--- config.mk ---
export PLATFORM = sky130hd
export DESIGN_NAME = sync_serial_port
export DESIGN_NICKNAME = d
export VERILOG_FILES = /design/src/rtl/ssp_pkg.sv /design/src/rtl/ssp_clkgen.sv /design/src/rtl/ssp_shifter.sv /design/src/rtl/ssp_regs.sv /design/src/rtl/sync_serial_port.sv
export SDC_FILE = /design/constraint.sdc
export NUM_CORES = 1
export LEC_CHECK = 0
export ABC_AREA = 1
export BUFFER_PORTS_ARGS = -buffer_cell sky130_fd_sc_hd__buf_2
export CAP_MARGIN = 40
export CELL_PAD_IN_SITES_DETAIL_PLACEMENT = 0
export CELL_PAD_IN_SITES_GLOBAL_PLACEMENT = 1
export CORE_AREA = 2 2 76 78
export DETAILED_ROUTE_END_ITERATION = 16
export DIE_AREA = 0 0 78 80
export HOLD_SLACK_MARGIN = 0.05
export PLACE_DENSITY = 0.81
export RECOVER_POWER = 25
export SYNTH_ARGS = -nofsm -noshare
export SYNTH_HDL_FRONTEND = slang
export SYNTH_SLANG_ARGS = --single-unit
--- constraint.sdc ---
create_clock -name clk -period 4.28 [get_ports clk]
set_clock_uncertainty 0.1 [all_clocks]
set_input_delay 0.428 -clock clk [delete_from_list [all_inputs] [get_ports clk]]
set_output_delay 0.428 -clock clk [all_outputs]
set_load 0.005 [all_outputs]
--- src/rtl/ssp_pkg.sv ---
`timescale 1ns/1ps
package ssp_pkg;

    localparam int FRAME_BITS = 8;

    typedef enum logic [1:0] {
        REG_CTRL = 2'd0,
        REG_STAT = 2'd1,
        REG_TXD  = 2'd2,
        REG_RXD  = 2'd3
    } reg_sel_e;

    // bit 0 = transmit enable, bit 1 = receive enable, bit 2 = interrupt enable
    typedef struct packed {
        logic irq_en;
        logic rx_en;
        logic tx_en;
    } ctrl_t;

    // bit 0 = empty, bit 1 = full, bit 2 = overrun
    typedef struct packed {
        logic ovr;
        logic full;
        logic empty;
    } stat_t;

    typedef struct packed {
        logic start;
        logic adv;
        logic rise;
        logic done;
    } tick_t;

    function automatic ctrl_t decode_ctrl(input logic [FRAME_BITS-1:0] w);
        return ctrl_t'(w[2:0]);
    endfunction

    function automatic logic [FRAME_BITS-1:0] widen3(input logic [2:0] v);
        logic [FRAME_BITS-1:0] r;
        r = '0;
        r[2:0] = v;
        return r;
    endfunction

endpackage

--- src/rtl/ssp_clkgen.sv ---
`timescale 1ns/1ps
module ssp_clkgen
    import ssp_pkg::*;
#(
    parameter int HALF = 4,
    parameter int BITS = FRAME_BITS
) (
    input  logic  clk,
    input  logic  rst,
    input  logic  go,
    input  logic  abort,
    output logic  sclk,
    output logic  active,
    output tick_t tick
);
    localparam int HW = (HALF > 1) ? $clog2(HALF) : 1;
    localparam int BW = (BITS > 1) ? $clog2(BITS) : 1;
    localparam logic [HW-1:0] HALF_M1 = HW'(HALF - 1);
    localparam logic [BW-1:0] LAST    = BW'(BITS - 1);

    logic          active_q;
    logic          sclk_q;
    logic [HW-1:0] half_q;
    logic [BW-1:0] bit_q;
    logic          wrap;

    assign wrap = active_q && (half_q == HALF_M1);

    always_comb begin
        tick       = '0;
        tick.start = !active_q && go && !abort;
        tick.rise  = wrap && !sclk_q && !abort;
        tick.adv   = wrap && sclk_q && (bit_q != LAST) && !abort;
        tick.done  = wrap && sclk_q && (bit_q == LAST) && !abort;
    end

    always_ff @(posedge clk) begin
        if (rst || abort) begin
            active_q <= 1'b0;
            sclk_q   <= 1'b1;
            half_q   <= '0;
            bit_q    <= '0;
        end else if (tick.start) begin
            active_q <= 1'b1;
            sclk_q   <= 1'b0;
            half_q   <= '0;
            bit_q    <= '0;
        end else if (active_q) begin
            if (wrap) begin
                half_q <= '0;
                if (!sclk_q) begin
                    sclk_q <= 1'b1;
                end else if (bit_q != LAST) begin
                    sclk_q <= 1'b0;
                    bit_q  <= bit_q + 1'b1;
                end else begin
                    active_q <= 1'b0;
                end
            end else begin
                half_q <= half_q + 1'b1;
            end
        end
    end

    assign sclk   = sclk_q;
    assign active = active_q;

    // a clock phase never ends before HALF cycles have passed
    assert_phase_hold_R2: assert property (@(posedge clk) disable iff (rst)
        (active_q && (half_q != HALF_M1) && !abort) |=> $stable(sclk_q));

endmodule

--- src/rtl/ssp_shifter.sv ---
`timescale 1ns/1ps
module ssp_shifter
    import ssp_pkg::*;
#(
    parameter int BITS = FRAME_BITS
) (
    input  logic            clk,
    input  logic            rst,
    input  logic            abort,
    input  logic            tx_en,
    input  tick_t           tick,
    input  logic [BITS-1:0] tx_byte,
    input  logic            sin,
    output logic            sout,
    output logic [BITS-1:0] rx_byte
);
    logic            line_q;
    logic [BITS-1:0] txsh_q;
    logic [BITS-1:0] rxsh_q;

    always_ff @(posedge clk) begin
        if (rst || abort) begin
            line_q <= 1'b1;
            txsh_q <= '1;
        end else if (tick.start) begin
            line_q <= tx_en ? tx_byte[0] : 1'b1;
            txsh_q <= tx_en ? {1'b1, tx_byte[BITS-1:1]} : '1;
        end else if (tick.adv) begin
            line_q <= txsh_q[0];
            txsh_q <= {1'b1, txsh_q[BITS-1:1]};
        end else if (tick.done) begin
            line_q <= 1'b1;
        end
    end

    always_ff @(posedge clk) begin
        if (rst) begin
            rxsh_q <= '0;
        end else if (tick.rise) begin
            rxsh_q <= {sin, rxsh_q[BITS-1:1]};
        end
    end

    assign sout    = line_q;
    assign rx_byte = rxsh_q;

    // the data line never moves on a rising-edge sample cycle
    assert_no_change_at_rise_R2: assert property (@(posedge clk) disable iff (rst)
        (tick.rise && !abort) |=> $stable(line_q));

endmodule

--- src/rtl/ssp_regs.sv ---
`timescale 1ns/1ps
module ssp_regs
    import ssp_pkg::*;
#(
    parameter int BITS = FRAME_BITS
) (
    input  logic            clk,
    input  logic            rst,
    input  logic            bus_wr,
    input  logic            bus_rd,
    input  logic [1:0]      bus_addr,
    input  logic [BITS-1:0] bus_wdata,
    output logic [BITS-1:0] bus_rdata,
    input  logic            tx_load,
    input  logic            rx_done,
    input  logic [BITS-1:0] rx_byte,
    output ctrl_t           ctrl,
    output stat_t           stat,
    output logic [BITS-1:0] tx_byte
);
    ctrl_t           ctrl_q;
    stat_t           stat_q, stat_d;
    stat_t           arm_q, arm_d;
    logic [BITS-1:0] txd_q;
    logic [BITS-1:0] rxd_q;
    logic            wr_stat, rd_stat;

    assign wr_stat = bus_wr && (bus_addr == REG_STAT);
    assign rd_stat = bus_rd && (bus_addr == REG_STAT);

    always_comb begin
        stat_d = stat_q;
        arm_d  = arm_q;
        if (rd_stat) arm_d = stat_q;
        if (wr_stat) begin
            if (arm_q.empty && !bus_wdata[0]) stat_d.empty = 1'b0;
            if (arm_q.full  && !bus_wdata[1]) stat_d.full  = 1'b0;
            if (arm_q.ovr   && !bus_wdata[2]) stat_d.ovr   = 1'b0;
        end
        if (tx_load) stat_d.empty = 1'b1;
        if (rx_done) begin
            if (stat_q.full)      stat_d.ovr  = 1'b1;
            else if (!stat_q.ovr) stat_d.full = 1'b1;
        end
        arm_d = stat_t'(arm_d & stat_d);
    end

    always_ff @(posedge clk) begin
        if (rst) begin
            ctrl_q <= '0;
            stat_q <= '{ovr: 1'b0, full: 1'b0, empty: 1'b1};
            arm_q  <= '0;
            txd_q  <= '0;
            rxd_q  <= '0;
        end else begin
            stat_q <= stat_d;
            arm_q  <= arm_d;
            if (bus_wr && (bus_addr == REG_CTRL)) ctrl_q <= decode_ctrl(bus_wdata);
            if (bus_wr && (bus_addr == REG_TXD))  txd_q  <= bus_wdata;
            if (rx_done && !stat_q.full && !stat_q.ovr) rxd_q <= rx_byte;
        end
    end

    always_comb begin
        unique case (bus_addr)
            REG_CTRL: bus_rdata = widen3(ctrl_q);
            REG_STAT: bus_rdata = widen3(stat_q);
            REG_TXD:  bus_rdata = txd_q;
            default:  bus_rdata = rxd_q;
        endcase
    end

    assign ctrl    = ctrl_q;
    assign stat    = stat_q;
    assign tx_byte = txd_q;

    // writing 1 to a flag bit leaves that flag set
    assert_write_one_keeps_R4: assert property (@(posedge clk) disable iff (rst)
        (wr_stat && bus_wdata[2] && stat_q.ovr) |=> stat_q.ovr);

    // a pending overrun keeps the full flag from being set
    assert_ovr_blocks_full_R7: assert property (@(posedge clk) disable iff (rst)
        (stat_q.ovr && !stat_q.full && !wr_stat) |=> !stat_q.full);

    // the empty flag comes back once the shifter takes the byte
    assert_empty_reload_R3: assert property (@(posedge clk) disable iff (rst)
        tx_load |=> stat_q.empty);

endmodule

--- src/rtl/sync_serial_port.sv ---
`timescale 1ns/1ps
module sync_serial_port
    import ssp_pkg::*;
#(
    parameter int HALF = 4,
    parameter int BITS = FRAME_BITS
) (
    input  logic            clk,
    input  logic            rst,
    input  logic            bus_wr,
    input  logic            bus_rd,
    input  logic [1:0]      bus_addr,
    input  logic [BITS-1:0] bus_wdata,
    output logic [BITS-1:0] bus_rdata,
    output logic            ser_clk,
    output logic            ser_out,
    input  logic            ser_in,
    output logic            irq_rx_full,
    output logic            irq_rx_err,
    output logic            irq_tx_empty
);
    ctrl_t           ctrl;
    stat_t           stat;
    tick_t           tick;
    logic [BITS-1:0] tx_byte;
    logic [BITS-1:0] rx_byte;
    logic            active;
    logic            go;
    logic            abort;
    logic            tx_load;
    logic            rx_done;

    // one control write updates both enables at once; any enable dropped aborts
    assign abort = bus_wr && (bus_addr == REG_CTRL) &&
                   ((ctrl.tx_en && !bus_wdata[0]) || (ctrl.rx_en && !bus_wdata[1]));

    assign go = (ctrl.tx_en || ctrl.rx_en) && !stat.ovr &&
                (ctrl.tx_en ? !stat.empty : 1'b1);

    assign tx_load = tick.start && ctrl.tx_en;
    assign rx_done = tick.done && ctrl.rx_en;

    ssp_regs #(.BITS(BITS)) regs_i (
        .clk       (clk),
        .rst       (rst),
        .bus_wr    (bus_wr),
        .bus_rd    (bus_rd),
        .bus_addr  (bus_addr),
        .bus_wdata (bus_wdata),
        .bus_rdata (bus_rdata),
        .tx_load   (tx_load),
        .rx_done   (rx_done),
        .rx_byte   (rx_byte),
        .ctrl      (ctrl),
        .stat      (stat),
        .tx_byte   (tx_byte)
    );

    ssp_clkgen #(.HALF(HALF), .BITS(BITS)) clkgen_i (
        .clk    (clk),
        .rst    (rst),
        .go     (go),
        .abort  (abort),
        .sclk   (ser_clk),
        .active (active),
        .tick   (tick)
    );

    ssp_shifter #(.BITS(BITS)) shifter_i (
        .clk     (clk),
        .rst     (rst),
        .abort   (abort),
        .tx_en   (ctrl.tx_en),
        .tick    (tick),
        .tx_byte (tx_byte),
        .sin     (ser_in),
        .sout    (ser_out),
        .rx_byte (rx_byte)
    );

    assign irq_rx_full  = ctrl.irq_en && stat.full;
    assign irq_rx_err   = ctrl.irq_en && stat.ovr;
    assign irq_tx_empty = stat.empty;

    // between frames the clock and the data line rest high
    assert_idle_high_R2: assert property (@(posedge clk) disable iff (rst)
        !active |-> (ser_clk && ser_out));

    // an overrun holds the clock still
    assert_stall_R7: assert property (@(posedge clk) disable iff (rst)
        (stat.ovr && !active) |=> (ser_clk && !active));

    // an abort idles clock and line on the next cycle
    assert_abort_idle_R9: assert property (@(posedge clk) disable iff (rst)
        abort |=> (ser_clk && ser_out && !active));

endmodule

Word-level counts from Yosys, hierarchy flattened
Index checks and enable logic that the tools add are counted.
- word-level logic and storage cells: 104
- output and inout port bits: 13
- register bits: 49
- input bits: 15
- mux-type cells: 30
- bitwise logic cells: 1
- add/sub/neg operators: 2
- reduce and logical (&&, ||, !) cells: 48
- eq/ne operators: 5
- operators by type and width (kind ; count):
    $logic_and 1x1->1 ; 28
    $pmux 8 s3 ; 1
    $mux 1 ; 22
    $mux 8 ; 2
    $logic_not 1->1 ; 9
    $mux 7 ; 1
    $mux 3 ; 2
    $reduce_bool 2->1 ; 3
    $eq 2x2->1 const B ; 2
    $mux 2 ; 2
    $reduce_and 4->1 ; 1
    $add 3x1->3 const B ; 1
    $and 3x3->3 ; 1
    $eq 3x3->1 const B ; 1
    $logic_or 1x1->1 ; 3
    $ne 3x3->1 const B ; 1
    $reduce_bool 3->1 ; 1
    $add 2x1->2 const B ; 1
    $eq 2x1->1 const B ; 1
    $logic_not 2->1 ; 1
    $reduce_and 2->1 ; 1
    $reduce_or 2->1 ; 1

Logic depth before layout (Yosys ltp)
- depth after elaboration: 9
- depth in mapped cells: 10
- gate-level depth less buffers: 8

Hierarchy
A second synthesis with hierarchy kept.
- cell total of the unflattened synthesis: 320
- area total of the unflattened synthesis: 2268.4 sq um
- by module, submodules not included (module ; sequential area each (sq um) ; times used ; area an instance (sq um) ; cells an instance):
    ssp_regs ; 500.5 ; 1 ; 1082.3 ; 151
    ssp_shifter ; 320.3 ; 1 ; 678.2 ; 95
    ssp_clkgen ; 140.1 ; 1 ; 430.4 ; 56
    sync_serial_port ; 0.0 ; 1 ; 77.6 ; 18

Worst setup path before layout
Ideal clock, no wire load.
- kind: input -> output
- start: input port bus_addr[1]
- end: output port bus_rdata[1]
- path buffers: 0
- data required time: 3.752 ns
- cell stages on the path: 6
- path slack: 2.785 ns
- arrival time: 0.967 ns
- cell sequence: inv_2 > nor2_1 > inv_1 > o21ai_0 > a21oi_1 > o21ai_0
- longest elaborated chain between the ends: 2
- elaborated cells on any way between the ends: 4
- classes of those cells: eq/ne (2); mux (1); reduce/logical (1)
- RTL lines (item ; line ; source):
    start, declared ; sync_serial_port.sv:12 ; input logic [1:0] bus_addr,
    $eq 2x2->1 (tied with other cells) ; ssp_regs.sv:65 ; unique case (bus_addr)
    $pmux 8 s3 (*) ; ssp_regs.sv:65 ;
    end, declared ; sync_serial_port.sv:14 ; output logic [BITS-1:0] bus_rdata,
Mark *: on every way between the ends. The rest lies on a longest branch, timed or not.

Final worst setup path
- start: register clkgen_i.bit_q[0]
- end: register clkgen_i.bit_q[0]
- longest elaborated chain between the ends: 2
- elaborated cells on any way between the ends: 3
- classes of those cells: add/sub (1); eq/ne (1); reduce/logical (1)
- RTL lines (item ; line ; source):
    start, declared ; ssp_clkgen.sv:24 ; logic [BW-1:0] bit_q;
    start signal, assigned ; ssp_clkgen.sv:55 ; bit_q <= bit_q + 1'b1;
    parallel branches: the longest is 2 deep, another holds $add 3x1->3 ; - ;
Several ways; the timed one is not identified.
A chain may end at the register's enable or synchronous reset.

==> results.toml <==
[pwr]
p_leak_nw = 1.20
peakVddDrop_v = 0.000170
power.density_nw_per_um2 = 348

[finish]
fin_nets = 365
synthToLayoutAreaGrowth_pct = 11.0
drive_above_1_share_pct = 14.4
final_util_pct = 47.0
n_fill_cell = 594
n_antenna_cell = 0

[floorplan]
io_pins = 28
die_area_um2 = 6240
start_util_pct = 42.4
die_y_um = 80
fp.dieW_um = 78
core_um2 = 5410
rows = 27

[logic_synthesis]
ys_seq_elements = 48
ys_warn_count = 0
netlist_area_um2 = 2290
ys_types = 28
synth.yosys.seq_area_share_pct = 42.0
synth_nets = 341
synth.avg_cell_area_um2 = 7.09
syn_inst = 323
async_flop_share_pct = 0
synth_flop_cell = "dfxtp_1"
synth_edf_count = 0

[sta]
fmax_mhz = 500
finalCritPeriodShare_pct = 46.7
setup_viol = 0
slew_headroom_pct = 53.9
layout_min_cycle_time_ns = 2.00
timing_hold_violations_final = 0
drv_slew = 0
worstMarginPinSlew_ns = 0.690
fin_setup_tns_ns = 0
rsz0062_at_grt = "false"

[setup_path]
critPathKind = "reg2reg"
slowest_delay_ns = 0.53
path_max_fanout = 11
crit_chain = "ha_1 > ha_1 > nor2_1 > inv_1 > or2_0 > a21oi_1"
cp-end-kind = "register"
cp-start-kind = "register"
required_ns = 4.41
path_common_cell = "ha_1"
worst_path_max_delay_cell = "nor2_1"
crit_arrival_ns = 2.13

[global_routing]
grt_max_degree = 32
grt_pass1_wl_mm = 8.74
grtUsageTotal_pct = 17.7
grt_pass1_vias = 1856
antenna_found_initial = 0
grt-ovfl-total = 0

[drt]
wl_mm = 5.22
dr.pass1.iters = 4
wl_per_cell_um = 12.4
drt_iter0_drc = 71
drc = 0
wl_met3_um = 177
final_antenna_net_count = 0
route.met2.wl_mm = 2.42
top_layer_used = "met4"
met1_length_mm = 2.57
vias = 2072
via_per_inst = 4.93

[job]
cap_violations = 0

[clocking]
cts_tree = "done"
post_cts_buffers = 0
cts_buffers = 5
cts-htree-levels = 2
cts_resized = 0
holdBufCountCts = 0
clk_path_buf_depth = 2
cts_sinks = 48
cts.clk_slew.worst_paths_ns = 0.08
clk_latency_ns = 0.30
cts_root_buffer = "clkbuf_8"

[placement]
io_buffers = 27
dp_hpwl_mm = 3.86
gp_congestion = 0.834

[worst_hold_path]
hp-class = "in2reg"

[outcome]
status = "finished, final reports clean"
-- routing by layer --
metal	track usage (%)	vias up
li1	-	1090
met1	24.0	939
met2	28.9	36
met3	3.17	7
met5	0	-
met4	5.26	0
-- report_power, final --
part           total (mW)  internal, mW  switching, mW
clock network       0.325         0.173          0.152
logic              0.0845        0.0310         0.0535
registers           0.475         0.463         0.0125
-- synthesized netlist by cell type (2+ instances only) --
library cell / count / area [um^2]
nor2_1: 33 / 124
o22ai_1: 5 / 31.3
buf_6: 4 / 45.0
nor2_2: 2 / 12.5
inv_2: 4 / 15.0
a21oi_1: 28 / 140
inv_1: 33 / 124
o21ai_0: 19 / 95.1
nand2_2: 6 / 37.5
ha_1: 3 / 37.5
mux2i_1: 3 / 30.0
dfxtp_1: 48 / 961
clkbuf_1: 3 / 11.3
nand3_1: 43 / 215
nand2_1: 76 / 285
-- through the flow --
| step | total power, mW | std cells | worst slack, ns | instance area [um^2] | hold slack, ns |
|---|---|---|---|---|---|
| after floorplan | 0.545 | 323 | 2.79 | 2290 | 0.339 |
| after global placement | 0.569 | 412 | 2.23 | 2430 | 0.354 |
| after detailed placement | 0.570 | 412 | 2.21 | 2430 | 0.363 |
| after CTS | 0.896 | 420 | 2.25 | 2540 | 0.287 |
| after global routing | 0.928 | 420 | 2.10 | 2540 | 0.306 |
| final | 0.884 | 420 | 2.28 | 2540 | 0.302 |
-- critical path: cells and delay by family, from the launching register on --
family	cells	cell delay, ns
DFF	1	0.33
AOI/OAI and AO/OA	1	0.12
buffers and inverters	1	0.22
adders and majority gates	2	0.40
and+or+nand+nor	2	0.78
-- final cells by class --
cell class / count / area (um^2) / share of cell area (%)
Multi-Input combinational cell: 228 / 1110 / 43.6
Sequential cell: 48 / 961 / 37.8
Inverter: 37 / 139 / 5.47
Timing Repair Buffer: 27 / 133 / 5.22
Tap cell: 72 / 90.1 / 3.55
Clock buffer: 5 / 68.8 / 2.71
Clock inverter: 3 / 42.5 / 1.67
-- state kept, by name, summed over array words and instances, names as in the netlist --
| signal | cells |
|---|---|
| regs_i.stat | 3 |
| clkgen_i.active | 1 |
| clkgen_i.sclk | 1 |
| clkgen_i.half_q | 2 |
| regs_i.tx_byte | 8 |
| regs_i.arm_q | 3 |
| clkgen_i.bit_q | 3 |
| shifter_i.sout | 1 |
| shifter_i.txsh_q | 7 |
| shifter_i.rx_byte | 8 |
| regs_i.ctrl | 3 |
| regs_i.rxd_q | 8 |
-- worst paths after layout --
check                    start                    to  slack, ns  cells after the start
min                     ser_in  shifter_i.rx_byte[7]       0.30                      3
max          clkgen_i.bit_q[0]     clkgen_i.bit_q[0]       2.28                      6
max reg2reg  clkgen_i.bit_q[0]     clkgen_i.bit_q[0]       2.28                      6
min reg2reg  clkgen_i.bit_q[2]     clkgen_i.bit_q[2]       0.37                      2
-- kinds of logic (layout without fill, tap and decap cells) --
kind of cell / after synthesis / count (layout) / synth area share, %
AO/OA/AOI/OAI: 54 / 54 / 12.3
adder cells (fa/ha/maj): 3 / 3 / 1.64
buffers and inverters: 47 / 72 / 9.67
flip-flops: 48 / 48 / 42.0
multiplexers: 3 / 3 / 1.31
AND/OR/NAND/NOR: 168 / 168 / 33.1
-- cells in the final DEF (no fill, tap or decap), types with 2 or more instances in the layout --
| cell type | Yosys | final |
|---|---|---|
| inv_1 | 33 | 33 |
| ha_1 | 3 | 3 |
| inv_2 | 4 | 4 |
| nor2_1 | 33 | 33 |
| nand3_1 | 43 | 43 |
| dfxtp_1 | 48 | 48 |
| nor2_2 | 2 | 2 |
| nand2_1 | 76 | 76 |
| mux2i_1 | 3 | 3 |
| nand2_2 | 6 | 6 |
| clkbuf_8 | 1 | 5 |
| o21ai_0 | 19 | 19 |
| a21oi_1 | 28 | 28 |
| o22ai_1 | 5 | 5 |
| clkbuf_1 | 3 | 2 |
| buf_2 | 1 | 25 |
Power figures use the tool's default switching activity.
